$ cat src/rtl/dwt_sched.sv
module dwt_sched #(
  parameter int N = 16,
  localparam int CW = $clog2(N),
  localparam int RW = CW + 1
) (
  input  logic          clk,
  input  logic          rst,
  input  logic          start,
  output logic          h_stb,
  output logic [1:0]    h_lvl,
  output logic          v_stb,
  output logic [1:0]    v_lvl,
  output logic [CW-1:0] col,
  output logic [RW-1:0] row,
  output logic          done
);

  logic          run;
  logic [CW-1:0] x;
  logic [RW-1:0] y;
  logic          done_q;
  logic          last;
  logic [2:0]    hh, vv;

  function automatic logic [2:0] h_at(input int c, input int r);
    h_at[0] = r >= 0 && r < N && c < N && c % 2 == 1;
    h_at[1] = r >= 0 && r < N && r % 2 == 1 && c >= 6 && c % 4 == 2 && c <= N + 2;
    h_at[2] = r >= 0 && r < N && r % 4 == 3 && c >= 12 && c % 8 == 4 && c <= N + 4;
  endfunction

  function automatic logic [2:0] v_at(input int c, input int r);
    v_at[0] = r >= 0 && r < N && r % 2 == 1 && c >= 2 && c % 2 == 0 && c <= N;
    v_at[1] = r >= 0 && r < N && r % 4 == 3 && c >= 7 && c % 4 == 3 && c <= N + 3;
    v_at[2] = r >= 0 && r < N && r % 8 == 7 && c >= 13 && c % 8 == 5 && c <= N + 5;
  endfunction

  function automatic logic [1:0] enc(input logic [2:0] h);
    enc = h[2] ? 2'd3 : h[1] ? 2'd2 : h[0] ? 2'd1 : 2'd0;
  endfunction

  assign last = run && y == RW'(N) && x == CW'(5);

  always_ff @(posedge clk) begin
    if (rst) begin
      run    <= 1'b0;
      x      <= '0;
      y      <= '0;
      done_q <= 1'b0;
    end else begin
      done_q <= 1'b0;
      if (!run) begin
        if (start) begin
          run <= 1'b1;
          x   <= '0;
          y   <= '0;
        end
      end else if (last) begin
        run    <= 1'b0;
        done_q <= 1'b1;
        x      <= '0;
        y      <= '0;
      end else begin
        x <= x + CW'(1);
        if (x == CW'(N - 1)) y <= y + RW'(1);
      end
    end
  end

  // in-row work plus work wrapped from the previous row
  always_comb begin
    hh = h_at(int'(x), int'(y));
    vv = v_at(int'(x), int'(y));
    if (y != '0) begin
      hh = hh | h_at(int'(x) + N, int'(y) - 1);
      vv = vv | v_at(int'(x) + N, int'(y) - 1);
    end
    if (!run) begin
      hh = '0;
      vv = '0;
    end
  end

  assign h_lvl = enc(hh);
  assign v_lvl = enc(vv);
  assign h_stb = |hh;
  assign v_stb = |vv;
  assign col   = x;
  assign row   = y;
  assign done  = done_q;

  AST_H_NO_COLLIDE: assert property (@(posedge clk) disable iff (rst) $onehot0(hh));
  AST_V_NO_COLLIDE: assert property (@(posedge clk) disable iff (rst) $onehot0(vv));
  AST_DONE_SINGLE: assert property (@(posedge clk) disable iff (rst) done |=> !done);
  AST_DONE_AFTER_V3: assert property (@(posedge clk) disable iff (rst) done |-> $past(v_lvl) == 2'd3);
  AST_ROW_BOUND: assert property (@(posedge clk) disable iff (rst) row <= RW'(N));
  AST_KEEP_WALKING: assert property (@(posedge clk) disable iff (rst)
    (run && !last) |=> col == CW'($past(col) + CW'(1)));

endmodule

$ cat config.mk
export PLATFORM = sky130hd
export DESIGN_NAME = dwt_sched
export DESIGN_NICKNAME = d
export VERILOG_FILES = /design/src/rtl/dwt_sched.sv
export SDC_FILE = /design/constraint.sdc
export NUM_CORES = 1
export LEC_CHECK = 0
export BUFFER_PORTS_ARGS = -buffer_cell sky130_fd_sc_hd__buf_2
export CORE_MARGIN = 8
export CORE_UTILIZATION = 53
export CTS_CLUSTER_SIZE = 40
export DETAILED_ROUTE_END_ITERATION = 8
export GPL_ROUTABILITY_DRIVEN = 0
export PLACE_DENSITY = 0.75
export REMOVE_ABC_BUFFERS = 1
export SLEW_MARGIN = 20
export SYNTH_ARGS = -nofsm -noshare
export SYNTH_HDL_FRONTEND = slang
export SYNTH_SLANG_ARGS = --single-unit
$ cat constraint.sdc
create_clock -name clk -period 2.1 [get_ports clk]
set_clock_uncertainty 0.15 [all_clocks]
set_input_delay 0.315 -clock clk [delete_from_list [all_inputs] [get_ports clk]]
set_output_delay 0.315 -clock clk [all_outputs]
set_load 0.1 [all_outputs]
* Yosys cells after proc, flatten, opt, wreduce, memory -nomap -nowiden
Index checks and enable logic that the tools add are counted. W data, S select, Z words.
Word-level totals: register bits after elaboration 11, bits of input ports 3
Operators by class: reductions and logical operators 49, multiplexer cells 21, equality and inequality tests 18, order comparisons 19, $add $sub $neg 4, bitwise operators 9
Operators with widths (number):
- $le A32 B6 Y1 const B | 2
- $logic_not A32 Y1 | 2
- $logic_and A1 B1 Y1 | 37
- $ge A32 B4 Y1 const B | 1
- $ge A32 B5 Y1 const B | 1
- $lt A32 B6 Y1 const B | 1
- $mux W5 | 4
- $le A6 B5 Y1 const B | 3
- $eq A4 B4 Y1 const B | 4
- $eq A3 B3 Y1 const B | 5
- $mux W3 | 4
- $mux W4 | 3
- $reduce_or A3 Y1 | 4
- $ge A4 B3 Y1 const B | 2
- $ge A4 B4 Y1 const B | 2
- $mux W2 | 4
- $add A4 B5 Y6 const B | 1
- $eq A2 B2 Y1 const B | 3
- $ge A6 B1 Y1 const B | 1
- $ge A6 B2 Y1 const B | 1
- $ge A6 B3 Y1 const B | 1
- $ge A6 B4 Y1 const B | 1
- $lt A6 B6 Y1 const B | 1
- $mux W1 | 6
- 18 further kinds | 26

* Longest topological paths before layout
word-level depth 14, gate-level depth with buffers 6

* Worst setup path after synthesis
Ideal clock, no wire load.
path type reg2out, start register y[0] (netlist: row[0]), end output v_lvl[0], stages on the path, launching flop included 6, required time 1.635 ns, data arrival time 3.471 ns, slack -1.836 ns, path through dfxtp_1 > inv_1 > ha_1 > o311ai_2 > a21oi_1 > o21ai_1
Between the ends: word-level cells in the longest chain between the ends 13, elaborated cells on any way between the ends 43, those cells by class add/sub (1); order compare (3); eq/ne (5); mux (5); bitwise (4); reduce/logical (25)
RTL lines:
- start, declared | line 20 | logic [RW-1:0] y;
- start signal, assigned | line 64 | if (x == CW'(N - 1)) y <= y + RW'(1);
- $sub A5 B1 Y6 | line 75 | vv = vv | v_at(int'(x) + N, int'(y) - 1);
- $ge A6 B1 Y1 (tied with other cells) | line 32, 33, 34
- $logic_and A1 B1 Y1 (tied with other cells) | line 32, 33, 34
- $logic_and A1 B1 Y1 or $eq A3 B3 Y1 (tied branches) | line 32, 33
- $logic_and A1 B1 Y1 (on tied branches) (3 in series) | line 32, 33
- $or A3 B3 Y3 or $logic_and A1 B1 Y1 (tied branches) | line 75, 33
- $mux W3 * | line 73 | if (y != '0) begin
- $mux W3 * | line 77 | if (!run) begin
- $mux W1 or $mux W3 (tied branches) | line 38, 77
- $mux W2 | line 38 | enc = h[2] ? 2'd3 : h[1] ? 2'd2 : h[0] ? 2'd1 : 2'd0;
- $mux W2 * | line 38
- end, declared | line 12 | output logic [1:0] v_lvl,
Mark *: on every way between the ends. The rest lies on a longest branch, timed or not.

* Final worst setup path
start register x[1] (netlist: col[1]), end output v_lvl[0]
Between the ends: word-level cells in the longest chain between the ends 11, elaborated cells on any way between the ends 39, those cells by class add/sub (1); order compare (9); eq/ne (4); mux (5); bitwise (3); reduce/logical (17)
RTL lines:
- start, declared | line 19 | logic [CW-1:0] x;
- start signal, assigned | line 63 | x <= x + CW'(1);
- $add A4 B5 Y6 | line 75
- $ge A6 B2 Y1 or $reduce_or A2 Y1 (tied branches)
- $logic_and A1 B1 Y1 or $and A1 B1 Y1 (tied branches)
- $logic_and A1 B1 Y1 or $eq A3 B3 Y1 (tied branches) | line 32, 33
- $logic_and A1 B1 Y1 (on tied branches) | line 32, 33
- $or A3 B3 Y3 or $logic_and A1 B1 Y1 (tied branches) | line 75, 33
- $mux W3 * | line 73
- $mux W3 * | line 77
- $mux W1 or $mux W3 (tied branches) | line 38, 77
- $mux W2 | line 38
- $mux W2 * | line 38
Marked as above.

==> results.md <==
- In this run the tool buffered the top-level ports with 18 buffer cells.
- The final antenna-violating net count is 0.
- Dividing total power by cell area gives a power density of 306 nW/µm².
- Among all stages on the critical path, the largest delay is contributed by dfxtp_1.
- The largest single stage delay on the critical path is 0.37 ns.
- Sorting the synthesized cells by area gives the leading types as dfxtp_1 24%, ha_1 11%, a21oi_1 5.5%.
- Data on the critical path arrives at its endpoint at 1.95 ns.
- The number of DRC markers after the initial detailed-route iteration is 42.
- At the worst endpoint, the required time is 1.63 ns.
- In this run the number of H-tree levels came out at 1.
- Setup repair after global routing could not meet its margin everywhere.
- The max-capacitance violation count is 0.
- The largest net degree at the start of global routing is 15.
- From synthesis to final layout, the design area changed by 63.1%.
- The fraction of layout cells with a size suffix above 1 is 0.474.
- Summing over every cut layer, the via total after detailed routing is 1084.
- The number of clock buffers inserted by TritonCTS is 3.
- The master cell of the clock root buffer is clkbuf_4.
- Of the synthesized area, sequential elements account for 0.244.
- Counting distinct cell types in the post-synthesis netlist gives 39.
- In the finished design, the share of the clock period the worst path needs comes to 1.15.
- The post-synthesis area per instance is 7.84 µm².
- The first global-routing pass estimated 4690 µm of wire.
- The worst hold path belongs to the class input pin to register.
- The number of placement rows is 15.
- The number of max-slew violations in the final report is 0.
- The die span in y is 57.3 µm.
- Counting flops with a built-in enable in the synthesized netlist gives 0.
- The critical path goes through inv_1, ha_1, nand2_1, nor4_1, a21oi_2, o21ai_2, buf_12.
- The count of hold buffers inserted by post-cts repair is 0.
- The cell area reported after detailed placement is 1230 µm².
- The checks that failed: setup timing.
- Global routing finished with a remaining overflow of 0.
- The via count of the first global-routing pass is 1027.
- The I/O pin count is 19.
- The count of final hold-check violations was 0.
- After clock tree synthesis, the clock-pin slew on the worst setup and hold paths is 0.07 ns.
- In this run the tightest slew margin relative to its limit is 0.616.
- Once layout is done, the placed cells without fillers occupy 1470 µm².
- The source-to-sink clock delay at the later pin of the worst-skew pair is 0.27 ns.
- The kind of critical path is register to primary output.
- The via count normalized by instance count is 6.34.
- Synthesis handed over a netlist of 115 instances.
- After synthesis, the share of flip-flops with an asynchronous set or reset is 0.
- In this run, synthesis produced a sequential element count of 11.
- After detailed routing, the average wire length per cell comes to 19.7 µm.
- In the synthesized netlist the dominant register cell turns out to be dfxtp_1.
- The repair_antennas step left the layout with diodes totalling 0.
- After the last flow step, the layout net total stands at 166.
- The tree built by TritonCTS fans out to 11 sinks.
- dfxtp_1 takes more of the synthesized area than any other cell.
- The overall routed net length is 3360 µm.
- The total core area is 1670 µm².
- From left edge to right edge, the die measures 57.3 µm.
- The initial core utilization is 0.540.
- TritonCTS built the clock tree.
- The fraction of the core area covered by cells at the end of the flow is 0.881.
- The number of buffers between clock root and the deepest sink is 2.
- Once routing completed, OpenROAD measured the worst setup slack at -0.313 ns.
- Along the worst path, the maximum fanout reaches 7.
- The worst-case IR drop observed on VDD is 0.000399 V.
- The number of iterations in the first detailed-routing pass is 4.
- The share of synthesized area in the top cell type comes to 0.244.
- At the pin with the least slew margin, the transition time is 0.574 ns.
- Setup violations remaining at the end of the flow were counted as 6.
- The cell area after technology mapping is 902 µm².
- The run finished, with violations left.
- The synthesis warning total is 0.
- Hold timing on the final database bottoms out at a slack of 0.103 ns.
- Counting I/O delays and the setup requirement, the final critical path takes 2.41 ns.
- The pre-CTS setup slack is -0.101 ns.
- The die covers 3280 µm².
- Counting both buffers and inverters, the worst setup path holds a total of 2.
- The detailed placer's ending HPWL is 2000 µm.
- The leakage power is 0.614 nW.
- Based on the critical path, the design can be clocked at up to 0.414 GHz.
- Among cell families on the critical path, the largest total delay comes from simple AND/OR/NAND/NOR gates.
- The category of the worst setup path capture point is a primary output.
- For this run, design rule violations remaining after detail routing come to 0.
- The nature of the critical path startpoint is a register.
- Across every metal layer, demand over resource in global routing totals 0.178.
- The sum of internal, switching and leakage power is 0.450 mW.
- The number of antenna violations at the first check in global routing is 0.
- The fill cell total of the finished layout is 88.
- By count the netlist is led by 11 x dfxtp_1, 11 x nand2_1, 10 x a21oi_1, 8 x ha_1, 8 x nor2_1.
-- routing by layer --
layer | GRT usage | wire (µm) | vias up
met5 | 0 | 0 | -
met4 | 0.114 | 89 | 0
met3 | 0.0269 | 211 | 12
met2 | 0.301 | 1770 | 57
met1 | 0.203 | 1290 | 510
li1 | - | - | 505
-- report_power, final --
part	leakage, nW	switching, mW	internal (mW)
Combinational	0.507	0.0604	0.0292
Clock	0.0150	0.0715	0.0736
Sequential	0.0918	0.00551	0.209
-- cell usage in the layout, fill, tap and decap left out, types with 2 or more instances in the layout --
cell	count
a211oi_1	2
buf_6	4
nor3_1	3
nor2_1	6
a21oi_2	3
dfxtp_2	2
and4_1	2
buf_2	12
nand2_2	3
and3_1	2
nor4bb_1	2
nand2_1	8
nand2b_1	2
o31ai_1	2
nand3b_1	2
buf_12	7
buf_4	16
nor2b_1	4
ha_4	3
inv_1	6
o21ai_0	4
o21ai_2	2
nor2_2	2
nand3_1	5
clkbuf_4	3
dfxtp_1	7
dfxtp_4	2
ha_1	4
a21oi_1	6
-- stage by stage --
stage               cells  setup TNS [ns]
finish                171           -1.34
global route          171           -1.90
CTS                   170          -0.757
detailed placement    165          -0.316
global placement      165        -0.00707
floorplan             111          -11.68
-- kinds of logic after synthesis --
group | count (synthesis) | synth area share
xor gates and xnor gates | 1 | 0.00971
AOI/OAI and AO/OA | 31 | 0.240
DFF | 11 | 0.244
and+or+nand+nor | 52 | 0.336
buffers and inverters | 11 | 0.0486
muxes | 1 | 0.0111
adders and majority gates | 8 | 0.111
-- timing repair --
| item | CTS | global route |
|---|---|---|
| resized for setup | 30 | 13 |
| setup endpoints to repair | 6 | 7 |
| pin swaps | 9 | 4 |
| buffers inserted | 1 | 2 |
-- area by class of cell --
cell class,instances,area [µm²],area share
Clock buffer,4,26.3,0.0179
Inverter,7,26.3,0.0179
Multi-Input combinational cell,93,802,0.545
Sequential cell,11,230,0.156
Tap cell,17,21.3,0.0145
Timing Repair Buffer,39,365,0.248
-- sequential cells by signal (all words and copies together), names as in the netlist --
signal and cells:
row 5, col 4, done 1, run 1
-- final timing paths --
check / from / endpoint / slack, ns / depth (start not counted)
worst min-delay path: start / row[4] / 0.10 / 2
worst min register to register: row[1] / row[1] / 0.49 / 3
worst max-delay path: col[1] / v_lvl[0] / -0.31 / 7
worst max register to register: col[0] / row[2] / 0.10 / 6
(Power assumes the default switching activity.)
